File: config.mk
export PLATFORM = sky130hd
export DESIGN_NAME = sdm_bank_table
export DESIGN_NICKNAME = d
export VERILOG_FILES = /design/src/rtl/sdm_pkg.sv /design/src/rtl/sdm_bank_table.sv
export SDC_FILE = /design/constraint.sdc
export NUM_CORES = 1
export LEC_CHECK = 0
export BUFFER_PORTS_ARGS = -buffer_cell sky130_fd_sc_hd__buf_2
export CORE_UTILIZATION = 46
export DETAILED_ROUTE_END_ITERATION = 6
export PLACE_DENSITY = 0.68
export SETUP_SLACK_MARGIN = 0.5
export SLEW_MARGIN = 20
export SYNTH_ARGS = -nofsm -noshare
export SYNTH_HDL_FRONTEND = slang
export SYNTH_SLANG_ARGS = --single-unit
File: constraint.sdc
create_clock -name clk -period 1.4 [get_ports clk]
set_input_delay 0.21 -clock clk [delete_from_list [all_inputs] [get_ports clk]]
set_output_delay 0.21 -clock clk [all_outputs]
set_load 0.05 [all_outputs]
File: src/rtl/sdm_pkg.sv
package sdm_pkg;

  typedef enum logic [2:0] {
    OP_IDLE,
    OP_OPEN,
    OP_READ,
    OP_WRITE,
    OP_CLOSE,
    OP_HALT
  } sdm_op_e;

  function automatic sdm_op_e sdm_decode(input logic cs_n, input logic ras_n,
                                         input logic cas_n, input logic we_n);
    sdm_op_e op;
    op = OP_IDLE;
    if (!cs_n) begin
      case ({ras_n, cas_n, we_n})
        3'b011:  op = OP_OPEN;
        3'b101:  op = OP_READ;
        3'b100:  op = OP_WRITE;
        3'b010:  op = OP_CLOSE;
        3'b110:  op = OP_HALT;
        default: op = OP_IDLE;
      endcase
    end
    return op;
  endfunction

endpackage

File: src/rtl/sdm_bank_table.sv
module sdm_bank_table
  import sdm_pkg::*;
#(
  parameter int NB_W   = 2,
  parameter int ROW_W  = 4,
  parameter int ADDR_W = 5
) (
  input  logic              clk,
  input  logic              rst_n,
  input  sdm_op_e           op,
  input  logic [NB_W-1:0]   bank,
  input  logic [ADDR_W-1:0] addr,
  output logic [(1<<NB_W)-1:0] open_mask,
  output logic              sel_open,
  output logic [ROW_W-1:0]  sel_row
);
  localparam int NB = 1 << NB_W;

  logic [NB*ROW_W-1:0] rows_flat;
  logic                all_banks;

  assign all_banks = addr[ADDR_W-1];

  for (genvar b = 0; b < NB; b++) begin : g_bank
    logic             open_r;
    logic [ROW_W-1:0] row_r;
    logic             hit;

    assign hit = (bank == NB_W'(b));

    always_ff @(posedge clk) begin
      if (!rst_n) begin
        open_r <= 1'b0;
        row_r  <= '0;
      end else begin
        if (op == OP_OPEN && hit && !open_r) begin
          open_r <= 1'b1;
          row_r  <= addr[ROW_W-1:0];
        end else if (op == OP_CLOSE && (hit || all_banks)) begin
          open_r <= 1'b0;
        end
      end
    end

    assign open_mask[b]                  = open_r;
    assign rows_flat[b*ROW_W +: ROW_W]   = row_r;
  end

  assign sel_open = open_mask[bank];
  assign sel_row  = rows_flat[bank*ROW_W +: ROW_W];

endmodule

==> run metrics, run 1 <==
max_cap viols=0; CTS tree=yes; ant diodes=0; Starting Density=about half; first-pass GRT wire length=approximately 3200 um; Die ar.=2244 um2; fmax=approximately 0.67 GHz; Sequential Area=between 400 and 500 um2; vias=763; top cells by area, synth=dfxtp_1, mux2i_1, mux4_2; endpoint class of the critical path=output pin; flops & latches, synth=20; endpoints failing setup=5; RSZ-0062 raised after global routing=yes; final RePlAce weighted congestion=about 0.71; Avg Inst Size Synth=~10 um2; first-pass iteration count of the detailed router=4; count of different cell masters after synthesis=20; CTS sink cnt=20; CP Max Fanout=2; clock transition at the registers of the reported paths=110 ps; largest net degree at the start of global routing=24; Clk Latency, worst-skew pair=roughly 300 ps; Placed Area=1114 um2; most common cell after layout, fill and taps aside=nand2_1; Final min period=between 1500 and 2000 ps; Final period util=107.3%; area of the multi-input gates=560.5 um2; Chip Width=~47 um; Leak=approximately 0.00065 uW; IO Port Bufs=20; total CTS buffers=3; CTS Root Cell=clkbuf_4; Hold Buf Count CTS=0; initial antenna violation count=0; drt total wl=2204 um; drt first-iter violations=5; Power Density=788.2 nW/um2; H-Tree Level Count=1; crit path DAT=about 1300 ps; Fillers=around 150; Worst Skew=approximately 8.3 ps; Syn Nets=107; Register-to-Register Path Depth=3; commonest non-fill, non-tap cells in the layout=nand2_1, mux2i_1, dfxtp_1; VDD IR max=roughly 0.61 mV; Fin. Hold Viols=0; post-route setup slack=-102.6 ps; Final Non-Filler Cells=150; DRT antenna net count=0; WL/cell=~15 um; share of cells above drive strength 1=about half; run status=finished with violations; Setup CP Type=reg -> out; vias in the first global route=~670; slew margin rel.=74.12%; # DRC=0; Synth top area share=a little over two fifths; I/O Pins=21; sequential fraction of the synthesis area=roughly 42%; yosys synthesis warning count=0; area leader, netlist=dfxtp_1; final instance area=approximately 1400 um2; hold path depth=3; DR vias/cell=about 5; Pins Over Slew Limit=0; Die Height=~47 um; buffer levels on the longest clock path=2; area grow syn2layout=44.91%; synthesized area=947.2 um2; post-synthesis cell count=95; Req. time, crit path=~1200 ps; dpl hpwl=roughly 1300 um; setup TNS=-411.0 ps; CP Launch Type=flip-flop; Hold Crit Class=in -> reg; grt total ovfl=0; total track usage=between 20% and 30%; Rows=16; Worst-Margin Slew=388.2 ps; Core ar.=just under 2000 um2; placed cell count=140; failing checks=negative setup slack; fin nets=approximately 140
[area by class of cell]
type | count | share of cell area, %
Inverter | 2 | 0.5469
Timing Repair Buffer | 34 | 23.97
Multi-Input combinational cell | 63 | 40.84
Tap cell | 27 | 2.461
Sequential cell | 20 | 29.54
Clock buffer | 4 | 2.644
[logic make-up (layout without fill, tap and decap cells)]
logic type	after synthesis	after routing	synth area share, %
DFF	20	20	42.27
buffers and inverters	12	40	6.605
muxes	21	21	28.80
and+or+nand+nor	32	32	16.25
AOI/OAI and AO/OA	10	10	6.076
[where the power goes]
part / leakage, uW / internal, uW / switching (uW) / total (uW)
Combinational: 0.000465 / 82.1 / 86.6 / 169
Clock: 0.0000210 / 159 / 173 / 331
Sequential: 0.000163 / 577 / 4.34 / 582
[worst paths after layout]
path / from / end / slack (ps)
setup reg to reg: g_bank[1].open_r$_SDFFE_PN0P_ / g_bank[1].row_r[3]$_SDFFE_PN0P_ / 240
hold reg to reg: g_bank[2].row_r[0]$_SDFFE_PN0P_ / g_bank[2].row_r[0]$_SDFFE_PN0P_ / 460
setup / recovery: g_bank[0].open_r$_SDFFE_PN0P_ / sel_open / -100
hold / removal: addr[1] / g_bank[3].row_r[1]$_SDFFE_PN0P_ / 230
[timing repair]
item                       4_1_cts  5_1_grt
pin swaps                        3        3
setup buffers                    5        1
resized for setup               45        4
setup endpoints to repair       29       29
[metal layers]
metal / global-route usage (%) / routed length (um)
met4: 14.29 / 97
met1: 30.57 / 972
met5: 0 / 0
met2: 30.41 / 1051
met3: 4.615 / 81
[sequential cells by signal, indices dropped and copies added (netlist names)]
signal,flops
g_bank.open_r,4
g_bank.row_r,16
[critical path, cell delays in order, from the launching register on]
cell and delay (ps):
dfxtp_2 350, mux4_2 470, buf_8 170
[Yosys cell counts]
master    instances
buf_4             4
a21oi_1           5
or4b_1            1
clkbuf_1          3
or3b_1            2
o21ba_2           1
nor4bb_1          1
mux2i_1          16
nand2_1          23
buf_1             1
nor2_1            1
o22ai_1           2
buf_2             2
o21ai_0           2
nand3b_1          1
mux4_2            5
or3_1             1
dfxtp_1          20
nand2b_1          2
inv_1             2
[through the flow]
stage                     hold slack [ps]  util (%)  total power [uW]  setup WS (ps)
after global routing                207.3     70.68              1141         -167.4
after global placement              442.3     57.35             723.2         -249.9
after CTS                           226.4     69.27              1084         -103.7
after floorplan                     381.0         -             688.0         -48.18
after detailed placement            451.6     57.35             725.5         -261.9
final                               226.0     70.68              1082         -102.6
Power figures use the tool's default switching activity.
==> run 2: changes to the inputs <==
Settings changed: CELL_PAD_IN_SITES_DETAIL_PLACEMENT set to 1, CELL_PAD_IN_SITES_GLOBAL_PLACEMENT set to 1, CORE_UTILIZATION 46 to 35, MAX_ROUTING_LAYER set to met4.
==> run 2 against run 1 <==
The run still ends with negative setup slack left. Fmax down 0.53%. Clock power up 42%. Via count up 8.3%. Total power up 15%. Critical endpoint unchanged.
==> run metrics, run 2 (synthesis gave the netlist of run 1 again) <==
run status=finished with violations (unchanged); failing checks=negative setup slack (unchanged); fin nets=144 (was 136); Worst Min Path Start=addr[2] (was addr[1]); drt first-iter violations=7 (was 5); first-pass GRT wire length=4077 um (was 3236 um); IO Port Bufs=20 (unchanged); # DRC=0 (unchanged); crit path DAT=1300 ps (was 1290 ps); I/O Pins=21 (unchanged); Worst Skew=18.56 ps (was 8.316 ps); Power Density=843.8 nW/um2 (was 788.2 nW/um2); max_cap viols=0 (unchanged); VDD IR max=0.6162 mV (was 0.6059 mV); Hold Crit Class=in -> reg (unchanged); Chip Width=54.02 um (was 47.38 um); vias=826 (was 763); Starting Density=37.55% (was 48.78%); H-Tree Level Count=1 (unchanged); DRT antenna net count=0 (unchanged); dpl hpwl=1660 um (was 1346 um); post-route setup slack=-110.5 ps (was -102.6 ps); Rows=18 (was 16); met2 wire len=1485 um (was 1051 um); Top Metal Used=met4 (unchanged); Power Total=1242 uW (was 1082 uW); placed cell count=145 (was 140); Final Non-Filler Cells=161 (was 150); CTS tree=yes (unchanged); WP buf/inv=1 (unchanged); RSZ-0062 raised after global routing=yes (unchanged); endpoints failing setup=5 (unchanged); Hold Buf Count CTS=0 (unchanged); Clk Latency, worst-skew pair=310 ps (was 300 ps); area grow syn2layout=55.35% (was 44.91%); Leak=0.0006975 uW (was 0.0006499 uW); WL/cell=17.39 um (was 14.69 um); Worst-Margin Slew=409.6 ps (was 388.2 ps); buffer levels on the longest clock path=2 (unchanged); commonest non-fill, non-tap cells in the layout=nand2_1, buf_6, mux2i_1 (was nand2_1, mux2i_1, dfxtp_1); Req. time, crit path=1190 ps (about the same); DR vias/cell=5.130 (was 5.087); grt total ovfl=0 (unchanged); slew margin rel.=72.69% (was 74.12%); largest stage delay on the critical path=470 ps (about the same); M1 WL=1215 um (was 972 um); Fin. Hold Viols=0 (unchanged); Fillers=272 (was 153); CTS sink cnt=20 (unchanged); Setup CP Type=reg -> out (unchanged); clock transition at the registers of the reported paths=130 ps (was 110 ps); area of the multi-input gates=571.8 um2 (was 560.5 um2); Top reg by flops=g_bank.row_r (unchanged); initial antenna violation count=0 (unchanged); total track usage=21.23% (was 21.95%); drt total wl=2800 um (was 2204 um); ant diodes=0 (unchanged); CP Max Fanout=2 (unchanged); Die ar.=2918 um2 (was 2244 um2); Die Height=54.02 um (was 47.38 um); largest net degree at the start of global routing=24 (unchanged); share of cells above drive strength 1=54.20% (was 48.78%); Placed Area=1132 um2 (was 1114 um2); first-pass iteration count of the detailed router=3 (was 4); Pins Over Slew Limit=0 (unchanged); Core ar.=2522 um2 (was 1942 um2); vias in the first global route=841 (was 672); final instance area=1471 um2 (was 1373 um2); Sequential Area=407.9 um2 (was 405.4 um2); RR Startpoint=g_bank[1].open_r$_SDFFE_PN0P_ (unchanged); fmax=0.6620 GHz (was 0.6655 GHz); max FFs per register=16 (unchanged); CTS Root Cell=clkbuf_4 (unchanged); most common cell after layout, fill and taps aside=nand2_1 (unchanged); Final min period=1511 ps (was 1503 ps); Critical path origin=g_bank[1].open_r$_SDFFE_PN0P_ (was g_bank[0].open_r$_SDFFE_PN0P_); endpoint class of the critical path=output pin (unchanged); Largest regs=g_bank.row_r x16, g_bank.open_r x4 (unchanged); CP max stage cell=mux4_2 (unchanged); CP Launch Type=flip-flop (unchanged); Met3 Wirelength=67 um (was 81 um); CP Cell Sequence=mux4_2, buf_8 (unchanged); Final period util=107.9% (was 107.3%); final RePlAce weighted congestion=0.8485 (was 0.7058); total CTS buffers=3 (unchanged); family with the most delay on the worst path=multiplexers (unchanged)
[run 2: cell types whose count changed in the layout (fill, tap and decap cells not counted), moves of 2 or more]
cell | before | now
buf_6 | 15 | 17
dfxtp_1 | 16 | 14
dfxtp_2 | 4 | 6
buf_4 | 6 | 11
[run 2: what timing repair did]
| item | in CTS | in global routing |
|---|---|---|
| endpoints found under the setup margin | 29 | 29 |
| setup buffers | 5 | 7 |
| resized for setup | 45 | 10 |
| pin swaps | 5 | 7 |
[run 2: worst paths after layout]
kind | endpoint | slack, ps | cells after the start
worst max-delay path | sel_open | -110 | 2
worst min-delay path | g_bank[3].row_r[2]$_SDFFE_PN0P_ | 220 | 3
worst max register to register | g_bank[1].row_r[3]$_SDFFE_PN0P_ | 110 | 4
worst min register to register | g_bank[3].row_r[3]$_SDFFE_PN0P_ | 470 | 2
[run 2: per-layer routing]
metal  global-route usage, %  vias up
met3                   3.672        4
met4                   7.265        0
met2                   38.27       19
li1                        -      401
met5                       -        -
met1                   23.26      402
[run 2: cell type report]
cell class,instances,area share (%)
clock buffer,3,1.531
clock inverter,1,2.041
inverter,2,0.5102
multi-input combinational,63,38.86
sequential,20,27.72
tap,30,2.551
timing repair buffer,42,26.79
[run 2: worst reg2reg max path, delay by kind of cell, from the launching register on]
family	cells	cell delay [ps]
buffers and inverters	2	220
AND/OR/NAND/NOR	1	440
flip-flops	1	350
multiplexers	1	150
[run 2: where the power goes]
group          leakage [uW]  switching [uW]  internal, uW
combinational      0.000505            96.5          93.4
sequential         0.000164            4.64           578
clock             0.0000279             180           289
total              0.000698             281           960
[run 2: metrics by stage]
step / setup TNS, ps / hold slack (ps) / worst slack [ps] / util, %
after floorplan: -315.1 / 381.0 / -48.18 / -
after global placement: -2174 / 443.2 / -263.0 / 44.89
after detailed placement: -2737 / 454.8 / -305.7 / 44.89
after CTS: -463.7 / 226.8 / -104.5 / 54.86
after global routing: -725.7 / 224.9 / -164.5 / 58.33
final: -458.6 / 220.7 / -110.5 / 58.33
==> run 3: changes to the inputs <==
Settings changed: CORE_UTILIZATION 35 to 38, CTS_BUF_LIST set to sky130_fd_sc_hd__clkbuf_8, PLACE_DENSITY 0.68 to 0.73.
==> run 3 against run 2 <==
The run still ends with negative setup slack left. First-iteration DRC count is 71% lower. Clock power is 24% higher. Cell count is 6.2% lower. Combinational power is 9% lower. Routed wire length is 5.6% lower. Total power is 7.5% higher. Flip-flop and latch count stayed put. Clock skew is 14 ps lower. Count of clock-buffer cells in the layout stayed put. Cell area is 4.1% lower. Critical endpoint is now sel_row[3]. Largest cell class unchanged. Largest power group unchanged.
==> run metrics, run 3 (synthesis gave the netlist of run 1 again) <==
run status=finished with violations (unchanged); failing checks=negative setup slack (unchanged); Power Density=945.6 nW/um2 (was 843.8 nW/um2); total CTS buffers=3 (unchanged); slew margin rel.=73.32% (was 72.69%); endpoint class of the critical path=output pin (unchanged); Hold Crit Class=in -> reg (unchanged); Fillers=251 (was 272); VDD IR max=0.5929 mV (was 0.6162 mV); final RePlAce weighted congestion=0.7752 (was 0.8485); met1 global-route usage=27.95% (was 23.26%); final instance area=1411 um2 (was 1471 um2); grt total ovfl=0 (unchanged); share of cells above drive strength 1=50.41% (was 54.20%); Chip Width=51.93 um (was 54.02 um); WL/cell=17.51 um (was 17.39 um); CP Max Fanout=2 (unchanged); initial antenna violation count=0 (unchanged); ant diodes=0 (unchanged); CTS tree=yes (unchanged); Hold Buf Count CTS=0 (unchanged); met3 Use GR=4.386% (was 3.672%); endpoints failing setup=5 (unchanged); dpl hpwl=1565 um (was 1660 um); DRT antenna net count=0 (unchanged); post-route setup slack=-65.92 ps (was -110.5 ps); max FFs per register=16 (unchanged); Final period util=104.7% (was 107.9%); CTS Root Cell=clkbuf_8 (was clkbuf_4); I/O Pins=21 (unchanged); Die Height=51.93 um (was 54.02 um); Starting Density=41.62% (was 37.55%); Core ar.=2276 um2 (was 2522 um2); largest net degree at the start of global routing=24 (unchanged); Clk Latency, worst-skew pair=260 ps (was 310 ps); fin nets=136 (was 144); fmax=0.6822 GHz (was 0.6620 GHz); H-Tree Level Count=1 (unchanged); drt first-iter violations=2 (was 7); hold slack=277.4 ps (was 220.7 ps); max_cap viols=0 (unchanged); IO Port Bufs=20 (unchanged); clock transition at the registers of the reported paths=80 ps (was 130 ps); Die ar.=2696 um2 (was 2918 um2); first-pass iteration count of the detailed router=4 (was 3); vias in the first global route=845 (was 841); Worst Skew=4.677 ps (was 18.56 ps); DR vias/cell=5.212 (was 5.130); most common cell after layout, fill and taps aside=nand2_1 (unchanged); Req. time, crit path=1190 ps (about the same); first-pass GRT wire length=4188 um (was 4077 um); Leak=0.0006661 uW (was 0.0006975 uW); # DRC=0 (unchanged); Rows=17 (was 18); busiest grt layer=met2 (unchanged); Top reg by flops=g_bank.row_r (unchanged); setup TNS=-223.9 ps (was -458.6 ps); vias=787 (was 826); Pins Over Slew Limit=0 (unchanged); buffer levels on the longest clock path=2 (unchanged); Largest regs=g_bank.row_r x16, g_bank.open_r x4 (unchanged); flop-to-flop setup slack=230 ps (was 110 ps); RSZ-0062 raised after global routing=yes (unchanged); area grow syn2layout=49.01% (was 55.35%); Fin. Hold Viols=0 (unchanged); DP Worst Slack=-328.5 ps (was -305.7 ps); met2 GRT Util=38.25% (was 38.27%); crit path DAT=1260 ps (was 1300 ps); Worst-Margin Slew=400.2 ps (was 409.6 ps); CTS sink cnt=20 (unchanged); commonest non-fill, non-tap cells in the layout=nand2_1, mux2i_1, dfxtp_1 (was nand2_1, buf_6, mux2i_1); Placed Area=1115 um2 (was 1132 um2); CP Launch Type=flip-flop (unchanged); drt total wl=2644 um (was 2800 um); Final min period=1466 ps (was 1511 ps); total track usage=23.12% (was 21.23%); Setup CP Type=reg -> out (unchanged)
[run 3: path summary, 6_finish.rpt]
check                                  start                              end  depth (start not counted)
max          g_bank[3].row_r[3]$_SDFFE_PN0P_                       sel_row[3]                          2
min                                  addr[1]  g_bank[2].row_r[1]$_SDFFE_PN0P_                          3
max reg2reg    g_bank[1].open_r$_SDFFE_PN0P_  g_bank[1].row_r[0]$_SDFFE_PN0P_                          3
min reg2reg  g_bank[2].row_r[1]$_SDFFE_PN0P_  g_bank[2].row_r[1]$_SDFFE_PN0P_                          2
[run 3: where the power goes]
group / switching, uW / total (uW) / internal [uW]
Sequential: 4.65 / 582 / 577
Combinational: 91.1 / 172 / 80.9
Clock: 199 / 581 / 382
Total: 295 / 1330 / 1040
[run 3: final cells by class]
cell class	count	area, um2	share of cell area, %
clock buffers	3	41.29	2.926
clock inverters	1	30.03	2.128
inverters	2	7.507	0.5319
multi-input cells	63	564.3	39.98
flip-flops and latches	20	406.6	28.81
well taps	28	35.03	2.482
repair buffers	34	326.6	23.14
[run 3: per-layer routing]
layer | wire length, um | share of wire (%)
met5 | 0 | 0
met4 | 37 | 1.4
met3 | 62 | 2.3
met2 | 1328 | 50
met1 | 1216 | 46
[run 3: critical path, stage by stage, from the launching register on]
cell,delay [ps]
dfxtp_2,320
mux4_2,500
buf_8,170
[run 3: through the flow]
stage / total power [uW] / utilization [%] / std cells
2_1_floorplan: 688.0 / - / 95
3_3_place_gp: 724.7 / 48.98 / 141
3_5_place_dp: 728.0 / 48.98 / 141
4_1_cts: 1336 / 60.86 / 149
5_1_grt: 1380 / 62.01 / 151
6_report: 1335 / 62.01 / 151
[run 3: repair_timing]
action / in CTS / in global routing
endpoints found under the setup margin: 29 / 29
resized for setup: 48 / 3
cloned: 0 / 0
pin swaps: 4 / 2
setup buffers: 4 / 2
